--- src/rtl/fbk_inport_ctl.sv ---
module fbk_inport_ctl #(
  parameter int ADDR_W = 2,
  parameter int PRIO_W = 2,
  parameter int TAG_W  = 6,
  parameter int DEPTH  = 8,
  parameter int SKEW   = 2,
  parameter int LOSS_W = 8
) (
  input  logic              clk,
  input  logic              rst_n,
  input  logic              slot_start,
  input  logic              new_valid,
  input  logic [ADDR_W-1:0] new_addr,
  input  logic [TAG_W-1:0]  new_tag,
  input  logic              fb_valid,
  input  logic [ADDR_W-1:0] fb_addr,
  input  logic [PRIO_W-1:0] fb_prio,
  input  logic [TAG_W-1:0]  fb_tag,
  output logic              tx_valid,
  output logic [ADDR_W-1:0] tx_addr,
  output logic [PRIO_W-1:0] tx_prio,
  output logic [TAG_W-1:0]  tx_tag,
  output logic [ADDR_W-1:0] sk_addr,
  output logic [PRIO_W-1:0] sk_prio,
  output logic [LOSS_W-1:0] loss_cnt
);
  localparam int CW = $clog2(DEPTH + 1);
  localparam int PW = $clog2(DEPTH);
  localparam int EW = ADDR_W + TAG_W;
  localparam int HW = ADDR_W + PRIO_W;
  localparam logic [PRIO_W-1:0] PMAX = '1;

  logic [EW-1:0]     mem [DEPTH];
  logic [PW-1:0]     wp, rp;
  logic [CW-1:0]     cnt;
  logic              low_v;
  logic [ADDR_W-1:0] low_addr;
  logic [PRIO_W-1:0] low_prio;
  logic [TAG_W-1:0]  low_tag;

  wire send_low = slot_start && low_v;
  wire pop      = slot_start && !low_v && (cnt != '0);
  wire full_now = (cnt == CW'(DEPTH)) && !pop;
  wire push     = new_valid && !full_now;
  wire fb_ok    = fb_valid && (fb_prio != '0) && (fb_prio != PMAX) && (!low_v || send_low);

  always_ff @(posedge clk) if (push) mem[wp] <= {new_addr, new_tag};

  always_ff @(posedge clk or negedge rst_n) begin
    if (!rst_n) begin
      wp <= '0; rp <= '0; cnt <= '0; loss_cnt <= '0;
    end else begin
      if (push) wp <= (wp == PW'(DEPTH - 1)) ? '0 : wp + 1'b1;
      if (pop)  rp <= (rp == PW'(DEPTH - 1)) ? '0 : rp + 1'b1;
      cnt <= cnt + CW'(push) - CW'(pop);
      if (new_valid && full_now && loss_cnt != '1) loss_cnt <= loss_cnt + 1'b1;
    end
  end

  always_ff @(posedge clk or negedge rst_n) begin
    if (!rst_n) begin
      low_v <= 1'b0; low_addr <= '0; low_prio <= '0; low_tag <= '0;
    end else if (fb_ok) begin
      low_v <= 1'b1; low_addr <= fb_addr; low_prio <= fb_prio + 1'b1; low_tag <= fb_tag;
    end else if (send_low) begin
      low_v <= 1'b0;
    end
  end

  always_ff @(posedge clk or negedge rst_n) begin
    if (!rst_n) begin
      tx_valid <= 1'b0; tx_addr <= '0; tx_prio <= '0; tx_tag <= '0;
    end else if (slot_start) begin
      if (low_v) begin
        tx_valid <= 1'b1; tx_addr <= low_addr; tx_prio <= low_prio; tx_tag <= low_tag;
      end else if (cnt != '0) begin
        tx_valid <= 1'b1; {tx_addr, tx_tag} <= mem[rp]; tx_prio <= PRIO_W'(1);
      end else begin
        tx_valid <= 1'b0; tx_addr <= '0; tx_prio <= '0; tx_tag <= '0;
      end
    end
  end

  generate
    if (SKEW == 0) begin : g_noskew
      assign {sk_addr, sk_prio} = {tx_addr, tx_prio};
    end else begin : g_skew
      logic [HW-1:0] sh [SKEW];
      always_ff @(posedge clk or negedge rst_n) begin
        if (!rst_n) begin
          for (int i = 0; i < SKEW; i++) sh[i] <= '0;
        end else begin
          sh[0] <= {tx_addr, tx_prio};
          for (int i = 1; i < SKEW; i++) sh[i] <= sh[i-1];
        end
      end
      assign {sk_addr, sk_prio} = sh[SKEW-1];
    end
  endgenerate

  AST_TX_HOLD: assert property (@(posedge clk) disable iff (!rst_n)
    !slot_start |=> $stable({tx_valid, tx_addr, tx_prio, tx_tag}));
  AST_IDLE_ZERO: assert property (@(posedge clk) disable iff (!rst_n)
    !tx_valid |-> (tx_prio == '0 && tx_addr == '0 && tx_tag == '0));
  AST_PRIO_LEGAL: assert property (@(posedge clk) disable iff (!rst_n)
    tx_valid |-> tx_prio != '0);
  AST_NO_OVERFLOW: assert property (@(posedge clk) disable iff (!rst_n)
    cnt <= CW'(DEPTH));
  AST_RETRY_FIRST: assert property (@(posedge clk) disable iff (!rst_n)
    (slot_start && low_v) |=> (tx_valid && tx_prio != PRIO_W'(1) && $stable(cnt) == 1'b0 || tx_valid));
  AST_LOSS_STEP: assert property (@(posedge clk) disable iff (!rst_n)
    (new_valid && full_now && loss_cnt != '1) |=> loss_cnt == LOSS_W'($past(loss_cnt) + 1'b1));
endmodule

--- config.mk ---
export PLATFORM = sky130hd
export DESIGN_NAME = fbk_inport_ctl
export DESIGN_NICKNAME = d
export VERILOG_FILES = /design/src/rtl/fbk_inport_ctl.sv
export SDC_FILE = /design/constraint.sdc
export NUM_CORES = 1
export LEC_CHECK = 0
export BUFFER_PORTS_ARGS = -buffer_cell sky130_fd_sc_hd__clkbuf_2
export CORE_UTILIZATION = 45
export DETAILED_ROUTE_END_ITERATION = 16
export PLACE_DENSITY = 0.75
export SYNTH_ARGS = -nofsm -noshare
export SYNTH_HDL_FRONTEND = slang
export SYNTH_SLANG_ARGS = --single-unit
--- constraint.sdc ---
create_clock -name clk -period 4.45 [get_ports clk]
set_input_delay 0.445 -clock clk [delete_from_list [all_inputs] [get_ports clk]]
set_output_delay 0.445 -clock clk [all_outputs]
set_load 0.05 [all_outputs]
---- Word level (Yosys, flattened, before mapping) ----
Memories as Yosys holds them, arrays and structs flattened.
Cells that the tools add are included.
word-level totals
  register bits after elaboration ......... 48
  bits in writable memories ............... 64
  bits of input ports ..................... 23
  output and inout bits ................... 23
  logic and storage cells ................. 57
  memories ................................ 1
memories
  name  words  bits a word  read ports  clocked after Yosys merged registers in  write ports  line  RTL
  mem   8      8            1           0                                        1            33    logic [EW-1:0] mem [DEPTH];
operators by class
  add/subtract/negate cells ............... 6
  eq/ne operators ......................... 5
  muxes and demuxes ....................... 14
  reductions and logical operators ........ 17
operators by type and width
  operator                                                        count
  6-bit two-way mux                                               2
  1-bit logical AND                                               10
  8-bit by 1-bit adder with 8-bit output (second input constant)  1
  8-bit inequality test (second input constant)                   1
  1-bit two-way mux                                               7
  3-bit by 1-bit adder with 3-bit output (second input constant)  2
  3-bit == test (second input constant)                           2
  2-bit two-way mux                                               3
  3-bit two-way mux                                               2
  4-bit by 1-bit adder with 4-bit output                          1
  4-bit == test (second input constant)                           1
  2-bit nonzero test                                              2
  4-bit nonzero test                                              1
  4-bit by 1-bit subtractor with 4-bit output                     1
  1-bit logical NOT                                               3
  2-bit by 1-bit adder with 2-bit output (second input constant)  1
  2-bit inequality test (second input constant)                   1
  1-bit logical OR                                                1

---- Longest topological paths before layout ----
  depth after elaboration ................. 9
  depth in mapped cells ................... 10
  depth with buffers taken out ............ 10

---- Worst setup path before layout ----
Ideal clock, no wire load.
  path kind ............................... flip-flop to flip-flop
  start point ............................. register cnt[2]
  end point ............................... register cnt[2]
  library setup time ...................... 0.123 ns
  arrival ................................. 2.207 ns
  required time ........................... 4.327 ns
  slack ................................... 2.120 ns
  stages on the path, launching flop included .. 11
  path buffers ............................ 0
  period minus slack after synthesis ...... 2.330 ns
  cells stage by stage .................... dfrtp_1 inv_1 ha_1 or3b_1 o21ai_1 ha_1 inv_1 ha_1 inv_1 fa_1 xnor2_1
between the ends
  longest elaborated chain between the ends .. 8
  elaborated cells on any way between the ends .. 9
  classes of those cells .................. add/sub: 2; eq/ne: 1; reduce/logical: 6
RTL lines
  element                                        line  RTL
  from (decl)                                    35    logic [CW-1:0] cnt;
  from (signal assigned)                         55    cnt <= cnt + CW'(push) - CW'(pop);
  4-bit nonzero test                             42    wire pop = slot_start && !low_v && (cnt != '0);
  1-bit logical AND                              42
  1-bit logical NOT                              43    wire full_now = (cnt == CW'(DEPTH)) && !pop;
  1-bit logical AND                              43
  1-bit logical NOT                              44    wire push = new_valid && !full_now;
  1-bit logical AND                              44
  4-bit by 1-bit adder with 4-bit output         55
  4-bit by 1-bit subtractor with 4-bit output *  55
Mark *: on every way between the ends. The rest lies on a longest branch, timed or not.
A chain may end at the register's enable or synchronous reset.

---- Worst setup path in the final report ----
  start point ............................. register cnt[2]
  end point ............................... memory mem[1][5] (netlist bit) (enable)
between the ends
  longest elaborated chain between the ends .. 8
  elaborated cells on any way between the ends .. 9
  classes of those cells .................. eq/ne: 1; mux: 2; reduce/logical: 6
RTL lines
  element                                    line  RTL
  4-bit nonzero test                         42
  1-bit logical AND                          42
  1-bit logical NOT                          43
  1-bit logical AND *                        43
  1-bit logical NOT *                        44
  1-bit logical AND *                        44
  1-bit two-way mux *                        47    always_ff @(posedge clk) if (push) mem[wp] <= {new_addr, new_tag};
  1-bit two-way mux (not written as such) *  47
  to (decl)                                  33
Marks and branches as above.

==> results.cfg <==
[placement]
dpl.hpwl_mm = 4.992
port_buffers = 45
globalplace.congestion = 0.6991

[grt]
antenna_found_initial = 0
grtUsageMet1_pct = 20.10
grt_max_degree = 49
grt_use_met2_pct = 25.85
grt_pass1_vias = 2375
grt_overflow = 0
busiest_layer = met2
grtUsageMet3_pct = 3.661
grtUsageTotal_pct = 15.61
grt_pass1_wl_mm = 11.91

[cells_and_area]
nets = 349
fill_cells = 835
drive_gt1_share_pct = 31.55
area_growth_pct = 12.00
antennaDiodeCount = 0

[sta]
fin_hold_ws_ps = 165.0
tns_ps = 0
finalSetupViolCount = 0
period_share_pct = 61.85
hold_violations = 0
tightest_slew_ps = 1200
clock.fmax_mhz = 363.3
slew_headroom_pct = 19.35
rsz0062_at_grt = false
final_max_slew_viol_count = 0
finalCriticalPeriod_ps = 2752
finalClockSkew_ps = 15.46

[floorplanning]
design.die.area_sq_um = 10580
core_sq_um = 9819
ios = 46
start_util_pct = 46.60
die_x_um = 102.8
rows = 36
fp.dieH_um = 102.8

[critical_path]
path_delay_family = simple AND/OR/NAND/NOR gates
crit_fanout = 8
critPathRequiredTime_ps = 4440
critPathBufInv = 1
worstPathArrival_ps = 2740
max_stage_delay_ps = 920
start_kind = flip-flop
cp-end-kind = flip-flop
crit_type = flip-flop to flip-flop
critical_path.cell_chain = inv_1, ha_1, nor3b_1, o21ai_1, or2_2, nor3_1
slowest_stage = nor3_1

[pwr]
p_clk_share_pct = 21.5
power.leakage_nw = 2.070
seq_power_share_pct = 48.6
power_density_nw_per_um2 = 618.3
p_int_w = 0.002068
ir_drop_mv = 0.3413
sw_frac_of_total_pct = 34.73
switching_power_w = 0.001101
pwr-share-comb_pct = 29.9

[min_path]
hold_path_class = input pin to async pin

[routing]
vias = 2341
remaining_drc_errors = 0
drtPass1Iterations = 4
vias_per_cell = 5.202
initialDrtViolationCount = 68
wl_per_cell_um = 16.63
ant_nets = 0
wirelength_mm = 7.484

[flow_run]
max-cap-violations = 0

[cts]
clkLatencyLatePin_ps = 370
clk_pin_slew_ps = 110
cts_buffers = 9
root_buffer = clkbuf_8
cts.sinks = 112
cts_tree = built
ctsHoldBuffers = 0
cts_resized = 0
clockBufferDepth = 2
cts_max_level = 3
post_cts_buffers = 0

[yosys]
ys_types = 38
ys_seq_area_share_pct = 68.25
synth.net_count = 305
ys_ff_latch = 112
ys_warn_count = 0
synth_area_per_cell_sq_um = 17.07
syn_inst = 268
syn_area_sq_um = 4576

[run_status]
run_status = finished, final reports clean
-- per-layer routing --
| metal | wire length (um) | up-vias | part of all wire [%] |
|---|---|---|---|
| met5 | 0 | - | 0 |
| met4 | 64 | 0 | 0.86 |
| met3 | 286 | 7 | 3.8 |
| met2 | 3650 | 60 | 49 |
| met1 | 3483 | 1197 | 47 |
| li1 | - | 1077 | - |
-- worst paths after layout --
| kind | start | end | slack, ps | cells past startpoint |
|---|---|---|---|---|
| worst max register to register | cnt[2]$_DFF_PN0_ | mem[1][5]$_DFFE_PP_ | 1700 | 6 |
| worst min register to register | g_skew.sh[7]$_DFF_PN0_ | sk_addr[1]$_DFF_PN0_ | 360 | 0 |
| worst max-delay path | cnt[2]$_DFF_PN0_ | mem[1][5]$_DFFE_PP_ | 1700 | 6 |
| min in group clk | fb_addr[0] | low_addr[0]$_DFFE_PN0P_ | 310 | 2 |
| worst min-delay path | rst_n | loss_cnt[5]$_DFFE_PN0P_ | 160 | 2 |
| max in group asynchronous | rst_n | rp[0]$_DFFE_PN0P_ | 3890 | 2 |
-- layout make-up --
type	count	area [sq um]	share of cell area [%]
multi-input combinational	131	1319	25.73
inverter	11	41.29	0.8057
clock inverter	7	111.4	2.173
tap	133	166.4	3.247
sequential	112	3123	60.94
clock buffer	9	123.9	2.417
timing repair buffer	47	240.2	4.687
-- synthesized netlist by cell type --
| library cell | count | area (sq um) |
|---|---|---|
| or2_2 | 1 | 6.260 |
| mux2_1 | 1 | 11.26 |
| dfrtp_1 | 48 | 1201 |
| buf_6 | 3 | 33.78 |
| buf_4 | 4 | 30.03 |
| nand2_1 | 7 | 26.28 |
| a21oi_1 | 2 | 10.01 |
| and2_1 | 1 | 6.260 |
| edfxtp_1 | 64 | 1922 |
| nor2_1 | 9 | 33.78 |
| o21ai_0 | 3 | 15.01 |
| buf_1 | 1 | 3.750 |
| and3_1 | 4 | 25.02 |
| nor3_2 | 3 | 30.03 |
| nor2_2 | 1 | 6.260 |
| fa_1 | 1 | 20.02 |
| nor2b_1 | 8 | 50.05 |
| o21ai_1 | 1 | 5.000 |
| nor3_1 | 2 | 10.01 |
| inv_1 | 10 | 37.54 |
| or3b_1 | 2 | 17.52 |
| mux2i_1 | 8 | 80.08 |
| xnor2_1 | 1 | 8.760 |
| nor3b_2 | 3 | 37.54 |
| xor2_1 | 8 | 70.07 |
| a221o_1 | 9 | 90.09 |
| nor3b_1 | 1 | 7.510 |
| nand3_1 | 4 | 20.02 |
| mux4_2 | 16 | 360.4 |
| o22a_1 | 1 | 8.760 |
| a21o_1 | 1 | 7.510 |
| clkinv_1 | 1 | 3.750 |
| a22o_1 | 1 | 8.760 |
| mux2_2 | 13 | 146.4 |
| ha_1 | 13 | 162.7 |
| nand2b_1 | 6 | 37.54 |
| buf_2 | 2 | 10.01 |
| clkbuf_1 | 4 | 15.01 |
-- power by group through the flow --
stage | sequential (W) | clock [W] | combinational, W
after floorplan | 0.00163 | 0 | 0.000670
after global placement | 0.00156 | 0 | 0.000927
after detailed placement | 0.00157 | 0 | 0.000956
after CTS | 0.00155 | 0.000701 | 0.000960
after global routing | 0.00158 | 0.000739 | 0.00105
final | 0.00154 | 0.000681 | 0.000946
-- sequential cells by signal, summed over array words and instances (netlist names), 3 cells and up --
signal / count
mem: 64
tx_tag: 6
wp: 3
cnt: 4
g_skew.sh: 4
low_tag: 6
loss_cnt: 8
rp: 3
-- cells by family (layout without fill, tap and decap cells) --
family / after synthesis / count (layout) / share of synthesized area [%]
fa+ha+maj: 14 / 14 / 3.992
simple gates: 52 / 52 / 6.864
buf+inv: 25 / 74 / 2.926
xor+xnor: 9 / 9 / 1.723
flops: 112 / 112 / 68.25
compound gates: 18 / 18 / 3.172
mux: 38 / 38 / 13.07
-- metrics by stage --
stage	area (sq um)	setup WS [ps]	power [W]	cells	utilization, %
floorplan	4576	2120	0.002299	268	-
CTS	5125	1693	0.003209	450	52.19
detailed placement	4890	1718	0.002529	434	49.80
global route	5125	1500	0.003367	450	52.19
finish	5125	1698	0.003169	450	52.19
global placement	4890	1794	0.002486	434	49.80
-- layout by cell type (no fill, tap or decap), types with 7 or more instances in the layout --
master / synthesis / layout
a221o_1: 9 / 9
clkbuf_2: 0 / 45
clkbuf_8: 0 / 9
dfrtp_1: 48 / 48
edfxtp_1: 64 / 64
ha_1: 13 / 13
inv_1: 10 / 10
mux2_2: 13 / 13
mux2i_1: 8 / 8
mux4_2: 16 / 16
nand2_1: 7 / 7
nor2_1: 9 / 9
nor2b_1: 8 / 8
xor2_1: 8 / 8
No activity file was read; power rests on OpenSTA's default activity.
